[src/rtl/csm_pkg.sv]
`timescale 1ns/1ps
package csm_pkg;
    typedef enum logic [3:0] {
        ST_IDLE, ST_ADDR, ST_AWAIT, ST_MOVE, ST_XCMD,
        ST_XWAIT, ST_STOP, ST_SWAIT, ST_HOLD
    } state_t;

    typedef enum logic [1:0] {
        CMD_START = 2'd0, CMD_WRITE = 2'd1, CMD_READ = 2'd2, CMD_STOP = 2'd3
    } cmd_t;

    localparam logic [15:0] CTRL_MASK = 16'hCF87;
    localparam int B_EN  = 15;
    localparam int B_MST = 10;
    localparam int B_TX  = 9;
    localparam int B_EXT = 8;
    localparam int B_RPT = 2;
    localparam int B_STP = 1;
    localparam int B_STT = 0;

    localparam logic [1:0] SEL_CTRL  = 2'd0;
    localparam logic [1:0] SEL_ADDR  = 2'd1;
    localparam logic [1:0] SEL_COUNT = 2'd2;
    localparam logic [1:0] SEL_STAT  = 2'd3;
endpackage

[src/rtl/csm_regs.sv]
`timescale 1ns/1ps
module csm_regs
    import csm_pkg::*;
#(
    parameter int CNT_W = 16
) (
    input  logic             clk,
    input  logic             rst_n,
    input  logic             wr_en,
    input  logic [1:0]       wr_sel,
    input  logic [15:0]      wr_data,
    input  logic             can_launch,
    input  logic             ev_addr_nack,
    input  logic             ev_data_nack,
    input  logic             ev_stop_done,
    input  logic             ev_hold,
    output logic [15:0]      ctrl_q,
    output logic [6:0]       addr_q,
    output logic [CNT_W-1:0] count_q,
    output logic             nack_q,
    output logic             ardy_q,
    output logic             launch,
    output logic             soft_rst
);
    logic        wr_ctrl, wr_stat;
    logic [15:0] ctrl_n;

    assign wr_ctrl  = wr_en && (wr_sel == SEL_CTRL);
    assign wr_stat  = wr_en && (wr_sel == SEL_STAT);
    assign soft_rst = wr_ctrl && !wr_data[B_EN];
    assign launch   = wr_ctrl && wr_data[B_EN] && wr_data[B_MST] &&
                      !wr_data[B_EXT] && wr_data[B_STT] && can_launch;

    always_comb begin
        ctrl_n = wr_ctrl ? (wr_data & CTRL_MASK) : ctrl_q;
        if (launch)
            ctrl_n[B_STT] = 1'b0;
        if (ev_addr_nack || ev_data_nack || ev_stop_done)
            ctrl_n[B_STP] = 1'b0;
        if (ev_hold)
            ctrl_n[B_MST] = 1'b0;
    end

    always_ff @(posedge clk or negedge rst_n) begin
        if (!rst_n) begin
            ctrl_q  <= '0;
            addr_q  <= '0;
            count_q <= '0;
            nack_q  <= 1'b0;
            ardy_q  <= 1'b0;
        end else begin
            ctrl_q <= ctrl_n;
            if (soft_rst) begin
                addr_q  <= '0;
                count_q <= '0;
                nack_q  <= 1'b0;
                ardy_q  <= 1'b0;
            end else begin
                if (wr_en && wr_sel == SEL_ADDR)
                    addr_q <= wr_data[6:0];
                if (wr_en && wr_sel == SEL_COUNT)
                    count_q <= wr_data[CNT_W-1:0];
                nack_q <= (nack_q && !(wr_stat && wr_data[1])) ||
                          ev_addr_nack || ev_data_nack;
                ardy_q <= (ardy_q && !(wr_stat && wr_data[2])) || ev_hold;
            end
        end
    end

    p_launch_clears_start_r2: assert property (@(posedge clk) disable iff (!rst_n)
        launch |=> !ctrl_q[B_STT]);

    p_nack_clears_stop_r10: assert property (@(posedge clk) disable iff (!rst_n)
        $rose(nack_q) |-> !ctrl_q[B_STP]);

    p_ctrl_masked_r1: assert property (@(posedge clk) disable iff (!rst_n)
        (ctrl_q & ~CTRL_MASK) == 16'h0);
endmodule

[src/rtl/csm_wcount.sv]
`timescale 1ns/1ps
module csm_wcount #(
    parameter int CNT_W = 16
) (
    input  logic             clk,
    input  logic             rst_n,
    input  logic             clr,
    input  logic             load,
    input  logic [CNT_W-1:0] load_val,
    input  logic             dec,
    output logic [CNT_W-1:0] cnt_q,
    output logic             zero
);
    assign zero = (cnt_q == '0);

    always_ff @(posedge clk or negedge rst_n) begin
        if (!rst_n)
            cnt_q <= '0;
        else if (clr)
            cnt_q <= '0;
        else if (load)
            cnt_q <= load_val;
        else if (dec && !zero)
            cnt_q <= cnt_q - 1'b1;
    end

    p_dec_step_r5: assert property (@(posedge clk) disable iff (!rst_n)
        (dec && !clr && !load && !zero) |=> (cnt_q == $past(cnt_q) - 1'b1));
endmodule

[src/rtl/csm_fsm.sv]
`timescale 1ns/1ps
module csm_fsm
    import csm_pkg::*;
(
    input  logic       clk,
    input  logic       rst_n,
    input  logic       soft_rst,
    input  logic       launch,
    input  logic       c_tx,
    input  logic       c_rpt,
    input  logic       c_stp,
    input  logic [6:0] addr,
    input  logic       cnt_zero,
    input  logic       tx_avail,
    input  logic [7:0] tx_byte,
    input  logic       rx_space,
    input  logic       cmd_ready,
    input  logic       rsp_valid,
    input  logic       rsp_nack,
    output logic       cmd_valid,
    output cmd_t       cmd_type,
    output logic [7:0] cmd_byte,
    output logic       tx_pop,
    output logic       ev_addr_nack,
    output logic       ev_load,
    output logic       ev_data,
    output logic       ev_rx,
    output logic       ev_data_nack,
    output logic       ev_stop_done,
    output logic       ev_hold,
    output logic       can_launch,
    output logic       busy,
    output logic       txrdy
);
    state_t st, nxt;
    logic   data_ok;

    assign data_ok    = c_tx ? tx_avail : rx_space;
    assign can_launch = (st == ST_IDLE) || (st == ST_HOLD);
    assign busy       = (st != ST_IDLE);
    assign txrdy      = (st == ST_MOVE) && c_tx && (c_rpt || !cnt_zero);

    always_ff @(posedge clk or negedge rst_n) begin
        if (!rst_n)
            st <= ST_IDLE;
        else if (soft_rst)
            st <= ST_IDLE;
        else
            st <= nxt;
    end

    always_comb begin
        nxt          = st;
        cmd_valid    = 1'b0;
        cmd_type     = CMD_START;
        cmd_byte     = 8'h00;
        tx_pop       = 1'b0;
        ev_addr_nack = 1'b0;
        ev_load      = 1'b0;
        ev_data      = 1'b0;
        ev_rx        = 1'b0;
        ev_data_nack = 1'b0;
        ev_stop_done = 1'b0;
        ev_hold      = 1'b0;
        unique case (st)
            ST_IDLE: if (launch) nxt = ST_ADDR;
            ST_ADDR: begin
                cmd_valid = 1'b1;
                cmd_type  = CMD_START;
                cmd_byte  = {addr, !c_tx};
                if (cmd_ready) nxt = ST_AWAIT;
            end
            ST_AWAIT: if (rsp_valid) begin
                if (rsp_nack) begin
                    ev_addr_nack = 1'b1;
                    nxt          = ST_IDLE;
                end else begin
                    ev_load = 1'b1;
                    nxt     = ST_MOVE;
                end
            end
            ST_MOVE: begin
                if (c_rpt) begin
                    if (c_stp)        nxt = ST_STOP;
                    else if (data_ok) nxt = ST_XCMD;
                end else if (cnt_zero) begin
                    if (c_stp) nxt = ST_STOP;
                    else begin
                        ev_hold = 1'b1;
                        nxt     = ST_HOLD;
                    end
                end else if (data_ok) begin
                    nxt = ST_XCMD;
                end
            end
            ST_XCMD: begin
                cmd_valid = 1'b1;
                cmd_type  = c_tx ? CMD_WRITE : CMD_READ;
                cmd_byte  = c_tx ? tx_byte : 8'h00;
                if (cmd_ready) begin
                    tx_pop = c_tx;
                    nxt    = ST_XWAIT;
                end
            end
            ST_XWAIT: if (rsp_valid) begin
                ev_data = 1'b1;
                ev_rx   = !c_tx;
                if (c_tx && rsp_nack) begin
                    ev_data_nack = 1'b1;
                    nxt          = ST_HOLD;
                end else begin
                    nxt = ST_MOVE;
                end
            end
            ST_STOP: begin
                cmd_valid = 1'b1;
                cmd_type  = CMD_STOP;
                if (cmd_ready) nxt = ST_SWAIT;
            end
            ST_SWAIT: if (rsp_valid) begin
                ev_stop_done = 1'b1;
                nxt          = ST_IDLE;
            end
            ST_HOLD: begin
                if (launch)     nxt = ST_ADDR;
                else if (c_stp) nxt = ST_STOP;
            end
            default: nxt = ST_IDLE;
        endcase
    end

    p_cmd_hold_r2: assert property (@(posedge clk) disable iff (!rst_n)
        (cmd_valid && !cmd_ready && !soft_rst && $stable(c_tx)) |=>
        (cmd_valid && $stable(cmd_type)));

    p_idle_quiet_r3: assert property (@(posedge clk) disable iff (!rst_n)
        (st == ST_IDLE) |-> !cmd_valid);
endmodule

[src/rtl/csm_top.sv]
`timescale 1ns/1ps
module csm_top
    import csm_pkg::*;
#(
    parameter int CNT_W = 16
) (
    input  logic             clk,
    input  logic             rst_n,
    input  logic             wr_en,
    input  logic [1:0]       wr_sel,
    input  logic [15:0]      wr_data,
    output logic [15:0]      ctrl_o,
    output logic [CNT_W-1:0] count_o,
    output logic             busy_o,
    output logic             nack_o,
    output logic             ardy_o,
    output logic             txrdy_o,
    output logic             buf_clear_o,
    input  logic             tx_avail_i,
    input  logic [7:0]       tx_byte_i,
    output logic             tx_pop_o,
    output logic             tx_flush_o,
    input  logic             rx_space_i,
    output logic             rx_push_o,
    output logic [7:0]       rx_byte_o,
    output logic             cmd_valid_o,
    input  logic             cmd_ready_i,
    output logic [1:0]       cmd_type_o,
    output logic [7:0]       cmd_byte_o,
    input  logic             rsp_valid_i,
    input  logic             rsp_nack_i,
    input  logic [7:0]       rsp_byte_i
);
    logic [15:0]      ctrl_q;
    logic [6:0]       addr_q;
    logic [CNT_W-1:0] count_q;
    logic launch, soft_rst, can_launch, cnt_zero;
    logic ev_addr_nack, ev_load, ev_data, ev_rx, ev_data_nack, ev_stop_done, ev_hold;
    cmd_t cmd_type;

    csm_regs #(.CNT_W(CNT_W)) u_regs (
        .clk(clk), .rst_n(rst_n), .wr_en(wr_en), .wr_sel(wr_sel), .wr_data(wr_data),
        .can_launch(can_launch), .ev_addr_nack(ev_addr_nack), .ev_data_nack(ev_data_nack),
        .ev_stop_done(ev_stop_done), .ev_hold(ev_hold), .ctrl_q(ctrl_q), .addr_q(addr_q),
        .count_q(count_q), .nack_q(nack_o), .ardy_q(ardy_o), .launch(launch),
        .soft_rst(soft_rst)
    );

    csm_wcount #(.CNT_W(CNT_W)) u_wcount (
        .clk(clk), .rst_n(rst_n), .clr(soft_rst), .load(ev_load || ev_stop_done),
        .load_val(count_q), .dec(ev_data && !ctrl_q[B_RPT]), .cnt_q(count_o),
        .zero(cnt_zero)
    );

    csm_fsm u_fsm (
        .clk(clk), .rst_n(rst_n), .soft_rst(soft_rst), .launch(launch),
        .c_tx(ctrl_q[B_TX]), .c_rpt(ctrl_q[B_RPT]), .c_stp(ctrl_q[B_STP]),
        .addr(addr_q), .cnt_zero(cnt_zero), .tx_avail(tx_avail_i), .tx_byte(tx_byte_i),
        .rx_space(rx_space_i), .cmd_ready(cmd_ready_i), .rsp_valid(rsp_valid_i),
        .rsp_nack(rsp_nack_i), .cmd_valid(cmd_valid_o), .cmd_type(cmd_type),
        .cmd_byte(cmd_byte_o), .tx_pop(tx_pop_o), .ev_addr_nack(ev_addr_nack),
        .ev_load(ev_load), .ev_data(ev_data), .ev_rx(ev_rx), .ev_data_nack(ev_data_nack),
        .ev_stop_done(ev_stop_done), .ev_hold(ev_hold), .can_launch(can_launch),
        .busy(busy_o), .txrdy(txrdy_o)
    );

    assign ctrl_o     = ctrl_q;
    assign cmd_type_o = cmd_type;

    always_ff @(posedge clk or negedge rst_n) begin
        if (!rst_n) begin
            buf_clear_o <= 1'b0;
            tx_flush_o  <= 1'b0;
            rx_push_o   <= 1'b0;
            rx_byte_o   <= 8'h00;
        end else begin
            buf_clear_o <= launch;
            tx_flush_o  <= ev_stop_done;
            rx_push_o   <= ev_rx;
            if (ev_rx)
                rx_byte_o <= rsp_byte_i;
        end
    end

    p_ardy_zero_r7: assert property (@(posedge clk) disable iff (!rst_n)
        $rose(ardy_o) |-> (count_o == '0) && !ctrl_q[B_MST] && busy_o);

    p_txrdy_count_r8: assert property (@(posedge clk) disable iff (!rst_n)
        (txrdy_o && !ctrl_q[B_RPT]) |-> (count_o != '0));

    p_disable_idle_r11: assert property (@(posedge clk) disable iff (!rst_n)
        soft_rst |=> (!busy_o && count_o == '0 && !nack_o && !ardy_o));
endmodule

[config.mk]
export PLATFORM = sky130hd
export DESIGN_NAME = csm_top
export DESIGN_NICKNAME = d
export VERILOG_FILES = /design/src/rtl/csm_pkg.sv /design/src/rtl/csm_regs.sv /design/src/rtl/csm_wcount.sv /design/src/rtl/csm_fsm.sv /design/src/rtl/csm_top.sv
export SDC_FILE = /design/constraint.sdc
export NUM_CORES = 1
export LEC_CHECK = 0
export ABC_AREA = 0
export BUFFER_PORTS_ARGS = -buffer_cell sky130_fd_sc_hd__buf_2
export CORE_ASPECT_RATIO = 1.2
export CORE_MARGIN = 4
export CORE_UTILIZATION = 45
export CTS_CLUSTER_SIZE = 10
export DETAILED_ROUTE_END_ITERATION = 8
export PLACE_DENSITY = 0.71
export SETUP_SLACK_MARGIN = 0.3
export SYNTH_ARGS = -nofsm -noshare
export SYNTH_HDL_FRONTEND = slang
export SYNTH_HIERARCHICAL = 1
export SYNTH_SLANG_ARGS = --single-unit
[constraint.sdc]
create_clock -name clk -period 4.8 [get_ports clk]
set_input_delay 1.44 -clock clk [delete_from_list [all_inputs] [get_ports clk]]
set_output_delay 1.44 -clock clk [all_outputs]
set_load 0.03 [all_outputs]
==> qor.txt, run 1 <==
Final Cycle Share: 85.0%
All-Layer GR Usage: 20.4%
initial antenna violation count: 0
drt pass-1 iters: 5
Synth Area per Inst: 10.4 sq um
startpoint types: register
postcts setup bufs: 0
Max clock buf depth: 2
cell area after synthesis: 0.00355 sq mm
leading area contributor after synthesis: dfrtp_1
clk slew on worst S/H paths: 0.07 ns
WL/cell: 17.3 um
share of layout cells above drive strength 1: 33.2%
FF+latch count, synth: 66
Power Density: 597 mW/mm^2
critical path type: register to output port
post-synthesis sequential area ratio: 46.5%
post-cts hold buffer count: 0
Core Area: 0.00771 sq mm
die width: 89.1 um
Top FF cell, synth: dfrtp_1
CP Buf/Inv Count: 2
drt via density: 5.98
root buffer cell: clkbuf_8
crit-path max cell delay: 0.53 ns
skew final: 0.00838 ns
cts bufs inserted: 9
# rows: 35
synth cell count leaders: dfrtp_1 (66), nor2_1 (35), a22o_1 (29)
Final Util: 55.1%
endpoints failing setup: 0
sequential power share: 35.9%
remaining antenna violation count: 0
vias in the first global route: 3,104
P_leak: 2.08 nW
post-synthesis async set-or-reset flop share: 100%
post-route setup TNS: 0 ns
Worst Path Arrival: 2.64 ns
P_sw: 1.15 mW
Post-synth EDFFs: 0
Final nets: 478
final worst path period need: 4.08 ns
CP required: 3.36 ns
proportion of total power due to net switching: 45.2%
crit end category: output port
VDD IR-drop max: 0.424 mV
I/O pin count: 101
Max Slew Vio Count: 0
Int Pwr: 1.39 mW
die area: 0.00939 sq mm
GPL Wtd Cong: 0.943
DIE HEIGHT: 105 um
Crit path max-delay family: simple AND/OR/NAND/NOR gates
RSZ-0062 raised after global routing: no
cell with the most instances after synthesis: dfrtp_1
DRT iter0 DRCs: 179
ranking of synthesized cells by area: dfrtp_1 (46%), a22o_1 (7.1%), mux2_4 (3.8%)
Slew HR: 34.3%
synth unique cells: 68
Antenna diodes: 0
max cap viols: 0
share of the synthesized area in the top cell type: 46.5%
H-tree depth: 3
total grt overflow: 0
first-pass GRT wire length: 15.2 mm
worst path cell trace: inv_1 > ha_1 > nor3b_1 > and4_1 > nand2b_1 > nor2b_1 > and2_1 > buf_2
Clk pwr share: 18.2%
worst-margin pin slew: 0.982 ns
dpl cell area: 0.00406 sq mm
TritonCTS clock tree: done
initial core utilization: 46.1%
total number of vias: 3,183
final hold vios: 0
largest net degree at the start of global routing: 45
Non-Filler Cell Area, Final: 0.00425 sq mm
Worst-Skew Late Latency: 0.34 ns
Mapped Cells: 342
outcome: complete, no violations
FF-to-FF setup slack: 1.33 ns
Synth-to-Final Area Change: 19.6%
clock tree sinks: 66
Slowest-stage cell, CP: nor3b_1
DR DRC count: 0
Hold WC Path Type: register to register
PortBufs: 94
Fillers: 720
fmax: 245 MHz
final WL: 9.23 mm
DP HPWL: 6.69 mm
Warnings, synthesis: 6
Crit Path Max Fanout: 6
Logic pwr share: 45.9%
post-CTS sizing: 0
## stage by stage
stage          hold slack (ns)  setup slack (ns)  power (mW)  std cells
6_report                 0.501             0.721        2.54        532
5_1_grt                  0.516             0.479        2.70        532
4_1_cts                  0.502             0.766        2.54        532
3_5_place_dp             0.482             0.907        2.07        516
3_3_place_gp             0.474              1.12        2.05        516
2_1_floorplan            0.460              1.33        1.75        347
## cell families after synthesis
logic type | share of synthesized area (%)
AND/OR/NAND/NOR | 18.4
flip-flops | 46.5
other | 0.105
multiplexers | 7.46
buffers and inverters | 6.72
adder cells (fa/ha/maj) | 0.352
AO/OA/AOI/OAI | 19.7
XOR/XNOR | 0.739
## registers in the layout, indices dropped and copies added, names as in the netlist
| register | cells |
|---|---|
| buf_clear_o | 1 |
| u_regs/count_q | 16 |
| u_regs/addr_q | 7 |
| rx_push_o | 1 |
| u_fsm/st | 4 |
| u_regs/nack_q | 1 |
| u_regs/ardy_q | 1 |
| u_regs/ctrl_q | 10 |
| tx_flush_o | 1 |
| rx_byte_o | 8 |
| u_wcount/cnt_q | 16 |
## routing by layer
layer  routed length, um  vias to the layer above  GRT usage, %
met5                   0                        -             0
met4                 104                        0          5.64
met3                 709                       14          6.02
met2                4520                      154          31.4
met1                3890                     1555          27.8
li1                    -                     1460             -
## area by class of cell
type                    count  area [sq um]  share of cell area, %
inverters                  21          78.8                   1.85
flip-flops and latches     66          1650                   38.9
repair buffers            100           515                   12.1
multi-input cells         237          1690                   39.9
clock buffers              11           141                   3.33
clock inverters             5          53.8                   1.27
well taps                  92           115                   2.71
## power groups by stage
stage	combinational (mW)	sequential (mW)	clock [mW]
final	1.16	0.910	0.461
after CTS	1.16	0.905	0.468
after floorplan	0.691	1.06	0
after global placement	1.15	0.902	0
after detailed placement	1.16	0.912	0
after global routing	1.26	0.941	0.497
## cells in the final DEF (no fill, tap or decap), types with 6 or more instances in the layout
master     n
buf_2     94
mux2_4     9
nand2_1   11
a22o_1    29
nor3_1     7
buf_4      6
a211oi_1   9
or4_1      7
dfrtp_1   66
mux2_2     8
a21oi_1   14
o21ai_0    6
inv_1     19
nor4_1     7
nor2_1    35
conb_1     6
clkbuf_8  10
## final timing paths
path / start / to / depth (start not counted)
setup / recovery: u_wcount/cnt_q[0]$_DFFE_PN0P_ / txrdy_o / 8
hold / removal: u_regs/ctrl_q[7]$_DFFE_PN0N_ / u_regs/ctrl_q[7]$_DFFE_PN0N_ / 1
setup reg to reg: u_fsm/st[2]$_DFFE_PN0P_ / u_wcount/cnt_q[9]$_DFFE_PN0P_ / 8
hold reg to reg: u_regs/ctrl_q[7]$_DFFE_PN0N_ / u_regs/ctrl_q[7]$_DFFE_PN0N_ / 1
max in group asynchronous: rst_n / rx_byte_o[6]$_DFFE_PN0P_ / 2
min in group asynchronous: rst_n / u_regs/count_q[4]$_DFFE_PN0P_ / 1
Power figures use the tool's default switching activity.
==> run 2: changes to the inputs <==
- clock period: 4.8 -> 4.16 ns (I/O delays scaled with it)
==> qor.txt, run 2 (synthesis gave the netlist of run 1 again) <==
Final Cycle Share: 87.8%
total grt overflow: 0
drt via density: 5.82
die area: 0.00939 sq mm
VDD IR-drop max: 0.375 mV
clock tree sinks: 66
biggest regs: u_regs/count_q (16), u_wcount/cnt_q (16), u_regs/ctrl_q (10)
All-Layer GR Usage: 20.2%
skew final: 0.0106 ns
DRT iter0 DRCs: 183
Crit Path Max Fanout: 6
Worst-Skew Late Latency: 0.35 ns
vias in the first global route: 3,054
worst path cell trace: inv_1 > ha_1 > nor3b_2 > and4_2 > nand2b_1 > nor2b_1 > and2_1 > buf_2
crit-path max cell delay: 0.41 ns
largest net degree at the start of global routing: 34
max cap viols: 0
crit end category: output port
crit path from: u_wcount/cnt_q[0]$_DFFE_PN0P_
GPL Wtd Cong: 0.950
Crit path max-delay family: simple AND/OR/NAND/NOR gates
Slowest-stage cell, CP: dfrtp_1
final worst path period need: 3.65 ns
FF/Latch Area: 0.00165 sq mm
critical path type: register to output port
endpoints failing setup: 0
final setup margin: 0.507 ns
post-cts hold buffer count: 0
Post-Place Cells: 520
most frequent cells in the layout: buf_2 (94), dfrtp_1 (66), nor2_1 (35)
cts bufs inserted: 9
remaining antenna violation count: 0
Final nets: 482
HP Start: u_regs/count_q[15]$_DFFE_PN0P_
die width: 89.1 um
Non-Filler Cell Area, Final: 0.00430 sq mm
share of layout cells above drive strength 1: 34.2%
Antenna diodes: 0
Hold WC Path Type: register to register
DR DRC count: 0
initial core utilization: 46.1%
worst r2r src: u_fsm/st[2]$_DFFE_PN0P_
P_leak: 2.10 nW
Max clock buf depth: 2
Core Area: 0.00771 sq mm
Slew HR: 51.6%
TritonCTS clock tree: done
outcome: complete, no violations
final WL: 9.20 mm
H-tree depth: 3
area of the multi-input gates: 0.00169 sq mm
DP HPWL: 6.79 mm
drt pass-1 iters: 4
final hold vios: 0
Power Density: 697 mW/mm^2
DIE HEIGHT: 105 um
Synth-to-Final Area Change: 21.0%
CP required: 2.91 ns
startpoint types: register
Fillers: 725
initial antenna violation count: 0
fmax: 274 MHz
I/O pin count: 101
clk slew on worst S/H paths: 0.07 ns
total number of vias: 3,119
dpl cell area: 0.00408 sq mm
WL/cell: 17.2 um
root buffer cell: clkbuf_8
RSZ-0062 raised after global routing: no
post-route setup TNS: 0 ns
final hold slack: 0.499 ns
non-filler cells, final: 536
first-pass GRT wire length: 15.0 mm
pre-CTS setup slack: 0.577 ns
worst-margin pin slew: 0.726 ns
PortBufs: 94
# rows: 35
CP Buf/Inv Count: 2
most common cell after layout, fill and taps aside: buf_2
Worst Path Arrival: 2.40 ns
Max Slew Vio Count: 0
-- run 2: worst paths after layout --
kind | slack, ns | to | cells past startpoint
worst max-delay path | 0.51 | txrdy_o | 8
worst min-delay path | 0.50 | u_regs/count_q[15]$_DFFE_PN0P_ | 1
worst max register to register | 0.81 | u_wcount/cnt_q[11]$_DFFE_PN0P_ | 8
worst min register to register | 0.50 | u_regs/count_q[15]$_DFFE_PN0P_ | 1
max in group asynchronous | 2.49 | u_regs/ctrl_q[10]$_DFFE_PN0P_ | 2
min in group asynchronous | 0.94 | u_wcount/cnt_q[4]$_DFFE_PN0P_ | 1
-- run 2: cell type report --
class                           instances  area share, %
Clock buffer                           10           2.97
Clock inverter                          6           2.09
Inverter                               21           1.83
Multi-Input combinational cell        237           39.4
Sequential cell                        66           38.4
Tap cell                               92           2.68
Timing Repair Buffer                  104           12.7
-- run 2: stage by stage --
step	total power, mW	util, %
finish	3.00	55.8
global route	3.19	55.8
CTS	3.02	55.8
detailed placement	2.40	52.9
global placement	2.37	52.9
floorplan	2.02	-
-- run 2: repair_timing --
item,CTS,global route
setup endpoints to repair,1,1
pin swaps,0,0
gates resized for setup,1,1
setup buffers,0,0
-- run 2: where the power goes --
group	switching [mW]	internal, mW	leakage (nW)
clock	0.256	0.339	0.107
sequential	0.230	0.815	0.846
combinational	0.850	0.509	1.15
-- run 2: routing by layer --
metal  GRT usage (%)  wire [um]
met1            27.6       3850
met2            31.6       4470
met3            4.93        762
met4            6.17        113
met5               0          0
